==> src/rtl/dqs_pkg.sv <==
package dqs_pkg;

    localparam int STATUS_W = 5;

    typedef enum logic [1:0] {
        Q1_IDLE   = 2'b00,
        Q1_PAUSED = 2'b01,
        Q1_ACTIVE = 2'b10
    } q1_state_e;

    typedef enum logic [2:0] {
        Q2_IDLE   = 3'b000,
        Q2_PAUSED = 3'b001,
        Q2_ACTIVE = 3'b010,
        Q2_SUSP   = 3'b011,
        Q2_TPEND  = 3'b100
    } q2_state_e;

    typedef enum logic {
        SEL_Q1 = 1'b0,
        SEL_Q2 = 1'b1
    } qsel_e;

    typedef struct packed {
        logic pause;
        logic eoq;
    } cmd_flags_t;

    function automatic logic [STATUS_W-1:0] pack_status(q1_state_e s1, q2_state_e s2);
        return {s1, s2};
    endfunction

endpackage

==> src/rtl/dqs_cmd_ptr.sv <==
module dqs_cmd_ptr #(
    parameter int PTR_W = 4
) (
    input  logic             clk,
    input  logic             rst,
    input  logic             clr,
    input  logic             adv,
    input  logic             eoq,
    output logic [PTR_W-1:0] ptr
);
    always_ff @(posedge clk) begin
        if (rst || clr) begin
            ptr <= '0;
        end else if (adv) begin
            ptr <= eoq ? '0 : ptr + 1'b1;
        end
    end

    assert_eoq_rewind_R4: assert property (@(posedge clk) disable iff (rst)
        (adv && eoq && !clr) |=> (ptr == '0));

    assert_step_R3: assert property (@(posedge clk) disable iff (rst)
        (adv && !eoq && !clr) |=> (ptr == $past(ptr) + 1'b1));

endmodule

==> src/rtl/dqs_q1_ctrl.sv <==
module dqs_q1_ctrl
    import dqs_pkg::*;
(
    input  logic       clk,
    input  logic       rst,
    input  logic       stop,
    input  logic       trig,
    input  logic       mode_en,
    input  logic       done,
    input  cmd_flags_t flags,
    output q1_state_e  state,
    output logic       take,
    output logic       leave
);
    assign take  = trig && mode_en && !stop && (state != Q1_ACTIVE);
    assign leave = (state == Q1_ACTIVE) && done && (flags.pause || flags.eoq);

    always_ff @(posedge clk) begin
        if (rst || stop) begin
            state <= Q1_IDLE;
        end else if (take) begin
            state <= Q1_ACTIVE;
        end else if (state == Q1_ACTIVE && done) begin
            if (flags.eoq)        state <= Q1_IDLE;
            else if (flags.pause) state <= Q1_PAUSED;
        end
    end

    assert_no_done_when_inactive_R12: assert property (@(posedge clk) disable iff (rst)
        done |-> (state == Q1_ACTIVE));

endmodule

==> src/rtl/dqs_q2_ctrl.sv <==
module dqs_q2_ctrl
    import dqs_pkg::*;
#(
    parameter int HAND_LAT = 2
) (
    input  logic       clk,
    input  logic       rst,
    input  logic       stop,
    input  logic       trig,
    input  logic       mode_en,
    input  logic       done,
    input  cmd_flags_t flags,
    input  logic       q1_active,
    input  logic       q1_take,
    input  logic       q1_leave,
    output q2_state_e  state
);
    localparam int HC_W = $clog2(HAND_LAT) + 1;

    logic [HC_W-1:0] hcnt;
    logic            accept;
    logic            q1_busy;

    assign accept  = trig && mode_en && !stop &&
                     (state == Q2_IDLE || state == Q2_PAUSED);
    assign q1_busy = q1_active || q1_take;

    always_ff @(posedge clk) begin
        if (rst || stop) begin
            state <= Q2_IDLE;
            hcnt  <= '0;
        end else begin
            unique case (state)
                Q2_IDLE, Q2_PAUSED: begin
                    hcnt <= '0;
                    if (accept) state <= q1_busy ? Q2_TPEND : Q2_ACTIVE;
                end
                Q2_ACTIVE: begin
                    if (q1_take) begin
                        state <= Q2_SUSP;
                    end else if (done) begin
                        if (flags.eoq)        state <= Q2_IDLE;
                        else if (flags.pause) state <= Q2_PAUSED;
                    end
                end
                Q2_SUSP: begin
                    if (q1_leave) state <= Q2_ACTIVE;
                end
                Q2_TPEND: begin
                    if (q1_busy) begin
                        hcnt <= '0;
                    end else if (hcnt == HC_W'(HAND_LAT - 1)) begin
                        hcnt  <= '0;
                        state <= Q2_ACTIVE;
                    end else begin
                        hcnt <= hcnt + 1'b1;
                    end
                end
                default: state <= Q2_IDLE;
            endcase
        end
    end

    assert_susp_needs_q1_R5: assert property (@(posedge clk) disable iff (rst)
        (state == Q2_SUSP) |-> q1_active);

    assert_handover_gap_R8: assert property (@(posedge clk) disable iff (rst)
        (state == Q2_ACTIVE && $past(state) == Q2_TPEND) |->
            (!$past(q1_active) && !$past(q1_active, 2)));

endmodule

==> src/rtl/dqs_conv_track.sv <==
module dqs_conv_track
    import dqs_pkg::*;
#(
    parameter int PTR_W = 4
) (
    input  logic             clk,
    input  logic             rst,
    input  logic             stop,
    input  logic             q1_active,
    input  logic             q2_active,
    input  logic             q1_take,
    input  logic [PTR_W-1:0] q1_ptr,
    input  logic [PTR_W-1:0] q2_ptr,
    input  logic             conv_done,
    output logic             conv_start,
    output qsel_e            conv_qsel,
    output logic [PTR_W-1:0] conv_ptr,
    output logic             conv_abort,
    output logic             done_q1,
    output logic             done_q2
);
    logic  busy;
    qsel_e owner;
    logic  start_q1, start_q2;

    assign start_q1   = !busy && q1_active;
    assign start_q2   = !busy && q2_active && !q1_take;
    assign conv_start = (start_q1 || start_q2) && !stop;
    assign conv_qsel  = start_q1 ? SEL_Q1 : SEL_Q2;
    assign conv_ptr   = start_q1 ? q1_ptr : q2_ptr;
    assign conv_abort = busy && (stop || (owner == SEL_Q2 && q1_take));
    assign done_q1    = conv_done && busy && !conv_abort && owner == SEL_Q1;
    assign done_q2    = conv_done && busy && !conv_abort && owner == SEL_Q2;

    always_ff @(posedge clk) begin
        if (rst) begin
            busy  <= 1'b0;
            owner <= SEL_Q1;
        end else if (conv_abort || stop) begin
            busy <= 1'b0;
        end else if (conv_start) begin
            busy  <= 1'b1;
            owner <= conv_qsel;
        end else if (conv_done && busy) begin
            busy <= 1'b0;
        end
    end

    assert_single_start_R12: assert property (@(posedge clk) disable iff (rst)
        (conv_start && !stop) |=> !conv_start);

endmodule

==> src/rtl/dual_queue_sched.sv <==
module dual_queue_sched
    import dqs_pkg::*;
#(
    parameter int PTR_W    = 4,
    parameter int HAND_LAT = 2
) (
    input  logic             clk,
    input  logic             rst,
    input  logic             stop,
    input  logic             q1_mode_en,
    input  logic             q1_trig,
    input  logic             q1_cmd_pause,
    input  logic             q1_cmd_eoq,
    input  logic             q2_mode_en,
    input  logic             q2_trig,
    input  logic             q2_cmd_pause,
    input  logic             q2_cmd_eoq,
    input  logic             conv_done,
    output logic [PTR_W-1:0] q1_ptr,
    output logic [PTR_W-1:0] q2_ptr,
    output logic             conv_start,
    output logic             conv_qsel,
    output logic [PTR_W-1:0] conv_ptr,
    output logic             conv_abort,
    output logic [4:0]       queue_status
);
    localparam int NQ = 2;

    q1_state_e  s1;
    q2_state_e  s2;
    cmd_flags_t f1, f2;
    logic       q1_take, q1_leave;
    logic       done_q1, done_q2;
    qsel_e      sel;

    logic [NQ-1:0]    adv_v, eoq_v;
    logic [PTR_W-1:0] ptr_v [NQ];

    assign f1 = '{pause: q1_cmd_pause, eoq: q1_cmd_eoq};
    assign f2 = '{pause: q2_cmd_pause, eoq: q2_cmd_eoq};

    assign adv_v = {done_q2, done_q1};
    assign eoq_v = {q2_cmd_eoq, q1_cmd_eoq};

    for (genvar gi = 0; gi < NQ; gi++) begin : g_ptr
        dqs_cmd_ptr #(.PTR_W(PTR_W)) u_ptr (
            .clk (clk),
            .rst (rst),
            .clr (stop),
            .adv (adv_v[gi]),
            .eoq (eoq_v[gi]),
            .ptr (ptr_v[gi])
        );
    end

    assign q1_ptr = ptr_v[0];
    assign q2_ptr = ptr_v[1];

    dqs_q1_ctrl u_q1 (
        .clk     (clk),
        .rst     (rst),
        .stop    (stop),
        .trig    (q1_trig),
        .mode_en (q1_mode_en),
        .done    (done_q1),
        .flags   (f1),
        .state   (s1),
        .take    (q1_take),
        .leave   (q1_leave)
    );

    dqs_q2_ctrl #(.HAND_LAT(HAND_LAT)) u_q2 (
        .clk       (clk),
        .rst       (rst),
        .stop      (stop),
        .trig      (q2_trig),
        .mode_en   (q2_mode_en),
        .done      (done_q2),
        .flags     (f2),
        .q1_active (s1 == Q1_ACTIVE),
        .q1_take   (q1_take),
        .q1_leave  (q1_leave),
        .state     (s2)
    );

    dqs_conv_track #(.PTR_W(PTR_W)) u_conv (
        .clk        (clk),
        .rst        (rst),
        .stop       (stop),
        .q1_active  (s1 == Q1_ACTIVE),
        .q2_active  (s2 == Q2_ACTIVE),
        .q1_take    (q1_take),
        .q1_ptr     (ptr_v[0]),
        .q2_ptr     (ptr_v[1]),
        .conv_done  (conv_done),
        .conv_start (conv_start),
        .conv_qsel  (sel),
        .conv_ptr   (conv_ptr),
        .conv_abort (conv_abort),
        .done_q1    (done_q1),
        .done_q2    (done_q2)
    );

    assign conv_qsel    = sel;
    assign queue_status = pack_status(s1, s2);

    assert_one_active_R2: assert property (@(posedge clk) disable iff (rst)
        !(queue_status[4:3] == 2'b10 && queue_status[2:0] == 3'b010));

    assert_no_q2_start_pending_R8: assert property (@(posedge clk) disable iff (rst)
        (queue_status[2:0] == 3'b100) |-> !(conv_start && conv_qsel));

    assert_abort_suspends_R5: assert property (@(posedge clk) disable iff (rst)
        (conv_abort && !stop) |=> (queue_status == 5'b10_011));

    assert_stop_clears_R10: assert property (@(posedge clk) disable iff (rst)
        stop |=> (queue_status == 5'b00_000 && q1_ptr == '0 && q2_ptr == '0));

endmodule

==> config.mk <==
export PLATFORM = sky130hd
export DESIGN_NAME = dual_queue_sched
export DESIGN_NICKNAME = d
export VERILOG_FILES = /design/src/rtl/dqs_pkg.sv /design/src/rtl/dqs_cmd_ptr.sv /design/src/rtl/dqs_q1_ctrl.sv /design/src/rtl/dqs_q2_ctrl.sv /design/src/rtl/dqs_conv_track.sv /design/src/rtl/dual_queue_sched.sv
export SDC_FILE = /design/constraint.sdc
export NUM_CORES = 1
export LEC_CHECK = 0
export BUFFER_PORTS_ARGS = -buffer_cell sky130_fd_sc_hd__buf_2
export CAP_MARGIN = 0
export CORE_MARGIN = 5
export CORE_UTILIZATION = 49
export CTS_BUF_LIST = sky130_fd_sc_hd__clkbuf_16
export DETAILED_ROUTE_END_ITERATION = 8
export GPL_TIMING_DRIVEN = 0
export PLACE_DENSITY = 0.77
export SETUP_SLACK_MARGIN = 0.4
export SLEW_MARGIN = 20
export SYNTH_ARGS = -nofsm -noshare
export SYNTH_HDL_FRONTEND = slang
export SYNTH_SLANG_ARGS = --single-unit
==> constraint.sdc <==
create_clock -name clk -period 2.2 [get_ports clk]
set_clock_uncertainty 0.2 [all_clocks]
set_input_delay 0.11 -clock clk [delete_from_list [all_inputs] [get_ports clk]]
set_output_delay 0.11 -clock clk [all_outputs]
set_load 0.005 [all_outputs]
; Word level (Yosys, flattened, before mapping)
; Cells that the tools add are included.
[op_classes]
n_addsub = 3
eq_ne = 13
muxes = 23
bitwise_logic = 2
n_reduce_logical = 42
[op_table]
columns = cell, n
row1 = 3-bit two-way mux, 9
row2 = 1-bit logical AND, 18
row3 = 2-bit two-way mux, 6
row4 = 4-bit two-way mux, 3
row5 = 3-bit one-hot mux with 4 select lines, 1
row6 = "4-bit by 1-bit adder with 4-bit output, second input constant", 2
row7 = 2-bit nonzero test, 4
row8 = 1-bit logical OR, 7
row9 = "3-bit by 2-bit == test with 1-bit output, second input constant", 2
row10 = "2-bit inequality test, second input constant", 3
row11 = 2-bit AND reduction, 3
row12 = 6-bit AND reduction, 1
row13 = 2-bit OR reduction, 3
row14 = 1-bit logical NOT, 4
row15 = "2-bit by 1-bit inequality test with 1-bit output, second input constant", 2
row16 = "4-bit inequality test, second input constant", 1
row17 = 2-bit one-hot mux with 2 select lines, 1
row18 = "3-bit by 1-bit == test with 1-bit output, second input constant", 1
row19 = "3-bit == test, second input constant", 1
row20 = 3-bit logical NOT, 1
row21 = 1-bit two-way mux, 3
row22 = "3-bit inequality test, second input constant", 1
row23 = 3-bit nonzero test, 1
row24 = "2-bit by 1-bit adder with 2-bit output, second input constant", 1
row25 = 3 further kinds, 4
[word_totals]
regBits = 17
in_bits = 12
elab_cells = 91

; Longest topological paths before layout
; Gate-level depths: netlist (run 1).
[depth]
ltp_word = 13
mapped_depth = 7
ltp_nobuf = 5

; Cells and area by module
; From an unflattened synthesis (run 1), not the netlist that was laid out.
[unflattened]
hier_cells = 116
area_unflattened_um2 = 1063.5
[by_module_without_submodules]
columns = module, n_inst, cells_each, area_per_inst_um2, seq_area_each_um2
row1 = dqs_cmd_ptr, 2, 18, 193.9, 80.1
row2 = dqs_q2_ctrl, 1, 40, 321.6, 100.1
row3 = dqs_conv_track, 1, 25, 214.0, 40.0
row4 = dqs_q1_ctrl, 1, 13, 121.4, 40.0
row5 = dual_queue_sched, 1, 2, 18.8, 0.0

; Worst setup path after synthesis (run 1)
; Ideal clock, no wire load.
[synth_path]
path_kind = reg2reg
startpoint = reg u_q1.state[0]
endpoint = reg g_ptr[1].u_ptr.ptr[2]
arrival_time_ps = 1475
required_time_ps = 1929
setup_slack_ps = 455
stages_incl_launch_ff = 6
cell_sequence = dfxtp_1 nand2b_1 a31oi_4 nand2_2 or4b_1 a21oi_1
[synth_between]
elab_chain_len = 8
[synth_rtl]
columns = item, line
row1 = from (decl), dqs_q1_ctrl.sv:11  ; output q1_state_e state,
row2 = from (signal assigned), dqs_q1_ctrl.sv:20  ; state <= Q1_IDLE;
row3 = from (signal assigned), dqs_q1_ctrl.sv:22  ; state <= Q1_ACTIVE;
row4 = from (signal assigned), dqs_q1_ctrl.sv:24  ; if (flags.eoq) state <= Q1_IDLE;
row5 = 2-bit inequality test, dqs_q1_ctrl.sv:15  ; assign take = trig && mode_en && !stop && (state != Q1_ACTIVE);
row6 = 1-bit logical AND, dqs_q1_ctrl.sv:15
row7 = 1-bit logical AND, dqs_conv_track.sv:31  ; assign conv_abort = busy && (stop || (owner == SEL_Q2 && q1_take));
row8 = 1-bit logical OR, dqs_conv_track.sv:31
row9 = 1-bit logical AND, dqs_conv_track.sv:31
row10 = 1-bit logical NOT, dqs_conv_track.sv:33  ; assign done_q2 = conv_done && busy && !conv_abort && owner == SEL_Q2;
row11 = 1-bit logical AND (2 in a row), dqs_conv_track.sv:33
row12 = to (signal assigned), dqs_cmd_ptr.sv:15  ; ptr <= eoq ? '0 : ptr + 1'b1;
row13 = to (decl), dqs_cmd_ptr.sv:9  ; output logic [PTR_W-1:0] ptr
; No other way between the ends.
; A chain may end at the register's enable or synchronous reset.

; Worst setup path in the final report (run 1)
[layout_path]
startpoint = reg u_conv.owner
endpoint = reg u_q2.state[0]
[layout_between]
elab_chain_len = 10
word_cells_on_any_way = 13
[layout_rtl]
columns = item, line
row1 = from (decl), dqs_conv_track.sv:23  ; qsel_e owner;
row2 = from (signal assigned), dqs_conv_track.sv:43  ; owner <= conv_qsel;
row3 = 1-bit logical AND, dqs_conv_track.sv:31
row4 = 1-bit logical OR, dqs_conv_track.sv:31
row5 = 1-bit logical AND, dqs_conv_track.sv:31
row6 = 1-bit logical NOT, "dqs_conv_track.sv:32, dqs_conv_track.sv:33"
row7 = 1-bit logical AND, "dqs_conv_track.sv:32, dqs_conv_track.sv:33"
row8 = 1-bit logical AND, dqs_conv_track.sv:32  ; assign done_q1 = conv_done && busy && !conv_abort && owner == SEL_Q1;
row9 = 1-bit logical AND (2 in a row), dqs_q1_ctrl.sv:16  ; assign leave = (state == Q1_ACTIVE) && done && (flags.pause || flags.eoq);
row10 = 2-bit inequality test (no line), --
row11 = 6-bit AND reduction (no line) (*), --
row12 = to (signal assigned), dqs_q2_ctrl.sv:36  ; if (accept) state <= q1_busy ? Q2_TPEND : Q2_ACTIVE;
row13 = to (decl), dqs_q2_ctrl.sv:16  ; output q2_state_e state
; Mark *: on every way between the ends. The rest lies on a longest branch, timed or not.

==> summary.md, run 1 <==
| Metric | Value |
|---|---|
| Number of vias in the routed layout | `approximately 1100` |
| Die boundary width | `55.1 um` |
| Unique masters post-synth | `40` |
| Grt ovf | `0` |
| Area delta synth->final | `41.5%` |
| Total instance count after detailed placement | `179` |
| Fraction of final layout cells sized beyond drive strength 1 | `39.0%` |
| Initial detailed-routing violation count | `29` |
| Detailed Route WL | `2740 um` |
| DRC Markers | `0` |
| Worst setup path startpoint | `u_conv.owner` |
| Fraction of registers with async set/reset | `0%` |
| Mean instance size in the synthesized netlist | `~8.1 um^2` |
| Complex-gate fraction of the synthesized area | `~17%` |
| Setup crit start kind | `flip-flop` |
| Clock tree from TritonCTS | `done` |
| Commonest non-fill, non-tap cell in the layout | `sky130_fd_sc_hd__buf_2` |
| Area of the core | `1940 um^2` |
| Crit Path Class | `flip-flop to flip-flop` |
| Vias per std cell | `5.68` |
| Antenna violations before repair | `0` |
| Routed met2 length | `1300 um` |
| Count of maximum capacitance violations | `0` |
| Post-synthesis cell area | `996 um^2` |
| Crit path max fanout | `4` |
| Post-route setup TNS | `0 ps` |
| Input/output buffers | `29` |
| Endpoints failing setup | `0` |
| Largest buffer count on any clock path | `2` |
| Share of the clock period used by the worst path after layout | `83.6%` |
| Std cell rows | `16` |
| Number of clock buffers inserted by TritonCTS | `3` |
| Power Density | `about 520 nW/um^2` |
| Yosys warning total | `0` |
| Critical path endpoint category | `flip-flop` |
| Simple logic cell fraction of the synthesized area | `38.3%` |
| Area after DPL | `1170 um^2` |
| Post-Syn Instances | `123` |
| GRT Resource Usage Total | `~20%` |
| Latest clock arrival within the worst-skew pair | `250 ps` |
| Number of antenna cells inserted | `0` |
| Non-filler instance count after layout | `191` |
| Reg2reg start | `u_conv.owner` |
| Root buffer cell | `sky130_fd_sc_hd__clkbuf_16` |
| H-tree levels | `1` |
| Setup slack after placement | `around 300 ps` |
| Hpwl dp | `approximately 1800 um` |
| Area share of the largest cell type after synthesis | `34.2%` |
| Highest attainable clock frequency | `0.544 GHz` |
| Most frequent cells in the layout | `29 x sky130_fd_sc_hd__buf_2, 19 x sky130_fd_sc_hd__nor2_1, 13 x sky130_fd_sc_hd__a21oi_1` |
| Mean routed wirelength per cell | `14.4 um` |
| Pin count of the biggest net entering global routing | `11` |
| Slew headroom | `69.8%` |
| I/O pin cnt | `32` |
| Detail Route Antenna Nets | `0` |
| Vias in the first global route | `991` |
| Finished Cell Area | `about 1400 um^2` |
| Worst path setup slack after routing | `361 ps` |
| CP required | `2140 ps` |
| Number of enable flip-flop cells after synthesis | `0` |
| Combinational family with the most area after synthesis | `simple AND/OR/NAND/NOR gates` |
| CTS clock-pin slew for the worst setup and hold paths | `50 ps` |
| Ranking of synthesized cells by area | `sky130_fd_sc_hd__dfxtp_1 34%, sky130_fd_sc_hd__nor2_1 7.5%, sky130_fd_sc_hd__a21oi_1 6.5%, sky130_fd_sc_hd__mux2_2 4.5%, sky130_fd_sc_hd__o21ai_0 3.0%` |
| Die Y | `55.1 um` |
| DIE AREA | `~3000 um^2` |
| Post-synth top flop | `sky130_fd_sc_hd__dfxtp_1` |
| CTS Sinks | `17` |
| Worst vdd rail ir drop | `~0.00032 V` |
| Actual transition at the worst max-transition pin | `453 ps` |
| Post-synthesis share of cell area spent on full adders, half adders and majority gates | `between 2 and 3%` |
| Routed wire length on met3 | `177 um` |
| Layout Nets | `179` |
| Highest layer used for signal routing | `met4` |
| Critical Path AT | `1780 ps` |
| Post-layout minimum cycle time | `1840 ps` |
| Classification of the worst-slack hold path | `input pin to flip-flop` |
| Register bit count reported by yosys | `17` |
| Portion of netlist area occupied by mux cells | `4.52%` |
| Unrepaired setup endpoints after global routing | `true` |
| Detailed-routing wirelength on met1 | `1190 um` |
| First-pass GRT wire length | `4280 um` |
| Sequential share of the synthesized area | `34.2%` |
| Outcome | `finished clean` |
| Starting density of the core | `51.3%` |
| Leading area contributor after synthesis | `sky130_fd_sc_hd__dfxtp_1` |
| First-pass iteration count of the detailed router | `4` |
| Xor and xnor fraction of the mapped netlist area | `0%` |
| Final Hold Violating Endpoints | `0` |
| Number of max-slew violations in the final report | `0` |
| Gp weighted congestion | `0.928` |
| Leak Pwr | `0.607 nW` |
| Critical hold path startpoint | `stop` |
| Syn_nets | `137` |
repair_timing:
item | CTS | global route
hold buffers | 3 | 0
gates resized for setup | 15 | 11
hold endpoints to repair | 2 | 0
setup buffers | 5 | 0
pin swaps | 4 | 6
endpoints found under the setup margin | 9 | 6
critical path: stages, from the launching register on:
cell and delay [ps]:
sky130_fd_sc_hd__dfxtp_2 330, sky130_fd_sc_hd__nand4bb_1 210, sky130_fd_sc_hd__buf_6 150, sky130_fd_sc_hd__or3_4 340
sky130_fd_sc_hd__a32oi_2 250, sky130_fd_sc_hd__nor4_2 60, sky130_fd_sc_hd__a31o_1 190
kinds of logic after synthesis:
group | count (synthesis)
and+or+nand+nor | 65
AOI/OAI and AO/OA | 27
adders and majority gates | 2
muxes | 4
DFF | 17
buffers and inverters | 8
power by group:
| group | internal, W | switching [W] |
|---|---|---|
| Clock | 0.000241 | 0.000116 |
| Sequential | 0.000309 | 0.00000247 |
| Combinational | 0.0000303 | 0.0000360 |
sequential cells by signal, indices dropped and copies added, names as in the netlist:
register,cells
g_ptr.u_ptr.ptr,8
u_q2.state,3
u_q1.state,2
u_q2.hcnt,2
u_conv.busy,1
u_conv.owner,1
final timing paths:
check | endpoint | slack, ps | depth (start not counted)
hold reg to reg | u_q2.hcnt[1] | 270 | 2
setup / recovery | u_q2.state[0] | 360 | 6
hold / removal | u_q1.state[0] | 20 | 3
setup reg to reg | u_q2.state[0] | 360 | 6
through the flow:
step / utilization (%) / hold WS [ps] / power [W]
after floorplan: - / -20.9 / 0.000352
after global placement: 60.5 / 118 / 0.000370
after detailed placement: 60.5 / 125 / 0.000371
after CTS: 70.7 / 10.4 / 0.000732
after global routing: 72.6 / 28.7 / 0.000763
final: 72.6 / 18.7 / 0.000735
cells in the mapped netlist (2+ instances only):
| cell | number |
|---|---|
| sky130_fd_sc_hd__nand3b_1 | 4 |
| sky130_fd_sc_hd__nor2b_1 | 2 |
| sky130_fd_sc_hd__nand3_1 | 2 |
| sky130_fd_sc_hd__o21ai_0 | 6 |
| sky130_fd_sc_hd__nor2_1 | 20 |
| sky130_fd_sc_hd__dfxtp_1 | 17 |
| sky130_fd_sc_hd__or3b_1 | 2 |
| sky130_fd_sc_hd__o21ai_1 | 2 |
| sky130_fd_sc_hd__and3_1 | 2 |
| sky130_fd_sc_hd__nand2_1 | 8 |
| sky130_fd_sc_hd__or4b_1 | 3 |
| sky130_fd_sc_hd__inv_1 | 3 |
| sky130_fd_sc_hd__a31oi_1 | 2 |
| sky130_fd_sc_hd__a21oi_1 | 13 |
| sky130_fd_sc_hd__or4_1 | 2 |
| sky130_fd_sc_hd__clkbuf_1 | 2 |
| sky130_fd_sc_hd__nor3_1 | 5 |
| sky130_fd_sc_hd__ha_1 | 2 |
| sky130_fd_sc_hd__nor3b_1 | 2 |
| sky130_fd_sc_hd__mux2_2 | 4 |
routing by layer:
| metal | global-route usage [%] | vias to the layer above |
|---|---|---|
| met2 | 32.9 | 41 |
| li1 | - | 531 |
| met4 | 12.1 | 0 |
| met3 | 4.02 | 12 |
| met5 | 0 | - |
| met1 | 22.8 | 500 |
cell type report:
| cell class | instances | area, um^2 |
|---|---|---|
| inverters | 3 | 11.3 |
| repair buffers | 37 | 213 |
| well taps | 27 | 33.8 |
| clock buffers | 3 | 75.1 |
| multi-input cells | 98 | 677 |
| fillers | 146 | 533 |
| plain buffers | 5 | 45.0 |
| clock inverters | 1 | 3.75 |
| flip-flops and latches | 17 | 350 |
(Power assumes the default switching activity.)
==> run 2: changes to the inputs <==
- clock period: 2.2 -> 1.9 ns (I/O delays scaled with it)
==> summary.md, run 2 (synthesized netlist as in run 1, its figures left out) <==
| Metric | Value |
|---|---|
| Outcome | `finished, violations left` |
| Violated checks | `setup timing` |
| Worst min-delay path endpoint | `u_q2.hcnt[1]` |
| Classification of the worst-slack hold path | `input pin to flip-flop` |
| Vias in the first global route | `1150 (+16%)` |
| Unrepaired setup endpoints after global routing | `true` |
| Worst path setup slack after routing | `-26.3 ps (-387 ps)` |
| CP required | `1830 ps (-310 ps)` |
| Std cell rows | `16 (unchanged)` |
| Highest attainable clock frequency | `0.519 GHz (-4.5%)` |
| Mean routed wirelength per cell | `20.0 um (+39%)` |
| Hpwl dp | `1810 um (-0.77%)` |
| CTS clock-pin slew for the worst setup and hold paths | `50 ps (about the same)` |
| Critical hold path startpoint | `stop` |
| Total instance count after detailed placement | `179 (unchanged)` |
| Number of clock buffers inserted by TritonCTS | `3 (unchanged)` |
| Final Hold Violating Endpoints | `0 (unchanged)` |
| Setup slack after placement | `80.3 ps (-224 ps)` |
| Number of vias in the routed layout | `1246 (+15%)` |
| Clock tree from TritonCTS | `done` |
| Actual transition at the worst max-transition pin | `690 ps (+237 ps)` |
| Power Density | `515 nW/um^2 (-1.3%)` |
| Input/output buffers | `29 (unchanged)` |
| Slew headroom | `54.0% (-16 points)` |
| First-pass iteration count of the detailed router | `4 (unchanged)` |
| Non-filler instance count after layout | `208 (+8.9%)` |
| Grt ovf | `0 (unchanged)` |
| Cell repeated most along the worst path | `sky130_fd_sc_hd__buf_6` |
| Fraction of final layout cells sized beyond drive strength 1 | `55.8% (+17 points)` |
| Filler cell count in the final layout | `87 (-40%)` |
| Largest buffer count on any clock path | `2 (unchanged)` |
| Root buffer cell | `sky130_fd_sc_hd__clkbuf_16` |
| Finished Cell Area | `1740 um^2 (+24%)` |
| Critical path endpoint category | `flip-flop` |
| Initial detailed-routing violation count | `28 (-3.4%)` |
| Die Y | `55.1 um (unchanged)` |
| Reg with most FFs | `g_ptr.u_ptr.ptr` |
| Number of max-slew violations in the final report | `0 (unchanged)` |
| I/O pin cnt | `32 (unchanged)` |
| Crit Path Class | `flip-flop to flip-flop` |
| Slowest stage cell, crit path | `sky130_fd_sc_hd__or3b_4` |
| Endpoints failing setup | `1 (+1)` |
| Starting density of the core | `51.3% (unchanged)` |
| Antenna violations before repair | `0 (unchanged)` |
| DRC Markers | `0 (unchanged)` |
| Commonest non-fill, non-tap cell in the layout | `sky130_fd_sc_hd__buf_2` |
| Pin count of the biggest net entering global routing | `11 (unchanged)` |
| Area delta synth->final | `74.9%` |
| Gp weighted congestion | `0.929 (+0.14%)` |
| CTS Sinks | `17 (unchanged)` |
| Setup crit start kind | `flip-flop` |
| Worst path cell trace | `buf_8 > or3b_4 > buf_6 > buf_6 > nor3_4 > nor4_2 > a31o_1` |
| Layout Nets | `196 (+9.5%)` |
| GRT Resource Usage Total | `25.2% (+5.5 points)` |
| Number of antenna cells inserted | `0 (unchanged)` |
| Destination of the worst register-to-register timing path | `u_q2.state[0]` |
| Worst vdd rail ir drop | `0.000849 V (+160%)` |
| DIE AREA | `3030 um^2 (unchanged)` |
| Share of the clock period used by the worst path after layout | `101% (+18 points)` |
| Reg2reg start | `u_q2.state[2]` |
| Vias per std cell | `5.99 (+5.6%)` |
| Crit path largest cell delay | `390 ps (+50 ps)` |
| Critical Path AT | `1860 ps (+80 ps)` |
| Latest clock arrival within the worst-skew pair | `250 ps (about the same)` |
| Leak Pwr | `0.727 nW (+20%)` |
| Area after DPL | `1220 um^2 (+3.6%)` |
| Crit path max fanout | `2 (-2)` |
| Count of maximum capacitance violations | `0 (unchanged)` |
| Detail Route Antenna Nets | `0 (unchanged)` |
| Die boundary width | `55.1 um (unchanged)` |
| Most frequent cells in the layout | `24 x sky130_fd_sc_hd__buf_2, 17 x sky130_fd_sc_hd__buf_6, 17 x sky130_fd_sc_hd__nor2_1` |
| Max FFs per register | `8 (unchanged)` |
| Number of cell instances on the worst register-to-register path | `7 (+1)` |
| H-tree levels | `1 (unchanged)` |
| Register-to-Register Setup Slack | `-30 ps (-390 ps)` |
| Post-layout minimum cycle time | `1930 ps (+86.9 ps)` |
| Hold depth | `4 (+1)` |
| Detailed Route WL | `4160 um (+51%)` |
| Area of the core | `1940 um^2 (unchanged)` |
| Largest registers in the final layout | `g_ptr.u_ptr.ptr (8), u_q2.state (3)` |
| First-pass GRT wire length | `5380 um (+26%)` |
## run 2: cell count changes in the layout (fill, tap and decap cells not counted), sizes merged
cell,previous run,this run
buf,38,54
dlygate4sd3,3,4
## run 2: layout make-up
type / instances / area (um^2) / share of cell area (%)
tap: 27 / 33.8 / 1.94
clock inverter: 1 / 3.75 / 0.216
sequential: 17 / 355 / 20.4
timing repair buffer: 54 / 412 / 23.6
clock buffer: 3 / 75.1 / 4.31
inverter: 3 / 13.8 / 0.790
buffer: 5 / 45.0 / 2.59
multi-input combinational: 98 / 803 / 46.1
## run 2: worst max path at each step
stage / from / end / depth (start not counted) / slack [ps]
3_5_place_dp: u_q1.state[1] / u_q2.state[1] / 4 / 80
5_1_grt: u_q2.state[1] / u_q2.state[0] / 6 / -50
2_1_floorplan: u_conv.owner / u_q2.state[0] / 6 / 190
6_report: u_q2.state[2] / u_q2.state[0] / 7 / -30
4_1_cts: u_q2.state[2] / conv_start / 5 / 50
3_3_place_gp: u_q1.state[1] / u_q2.state[1] / 4 / 70
## run 2: worst max-delay path: cells and delay by family (launching register included)
family,cells,cell delay [ps]
flip-flops,1,330
AO/OA/AOI/OAI,1,200
buffers and inverters,3,350
AND/OR/NAND/NOR,3,730
## run 2: per-layer routing
layer,track usage [%],part of all wire (%)
met5,0,0
met4,11.3,3.8
met3,6.17,5.6
met2,44.3,51
met1,28.4,40
## run 2: timing repair
action,in CTS,in global routing
setup endpoints to repair,19,21
resized for setup,15,45
hold buffers,4,0
setup buffers,12,9
endpoints found under the hold margin,3,0
pin swaps,16,14
## run 2: where the power goes
part / switching (W) / internal [W]
Combinational: 0.0000602 / 0.0000512
Clock: 0.000148 / 0.000280
Sequential: 0.00000318 / 0.000355
## run 2: per-stage QoR
| step | TNS [ps] | utilization (%) | total power (W) | hold WS (ps) |
|---|---|---|---|---|
| after floorplan | 0 | - | 0.000410 | -43.3 |
| after global placement | 0 | 62.7 | 0.000433 | 99.4 |
| after detailed placement | 0 | 62.7 | 0.000434 | 105 |
| after CTS | 0 | 75.8 | 0.000865 | 5.07 |
| after global routing | -104 | 89.7 | 0.000920 | 48.9 |
| final | -26.3 | 89.7 | 0.000897 | 41.5 |
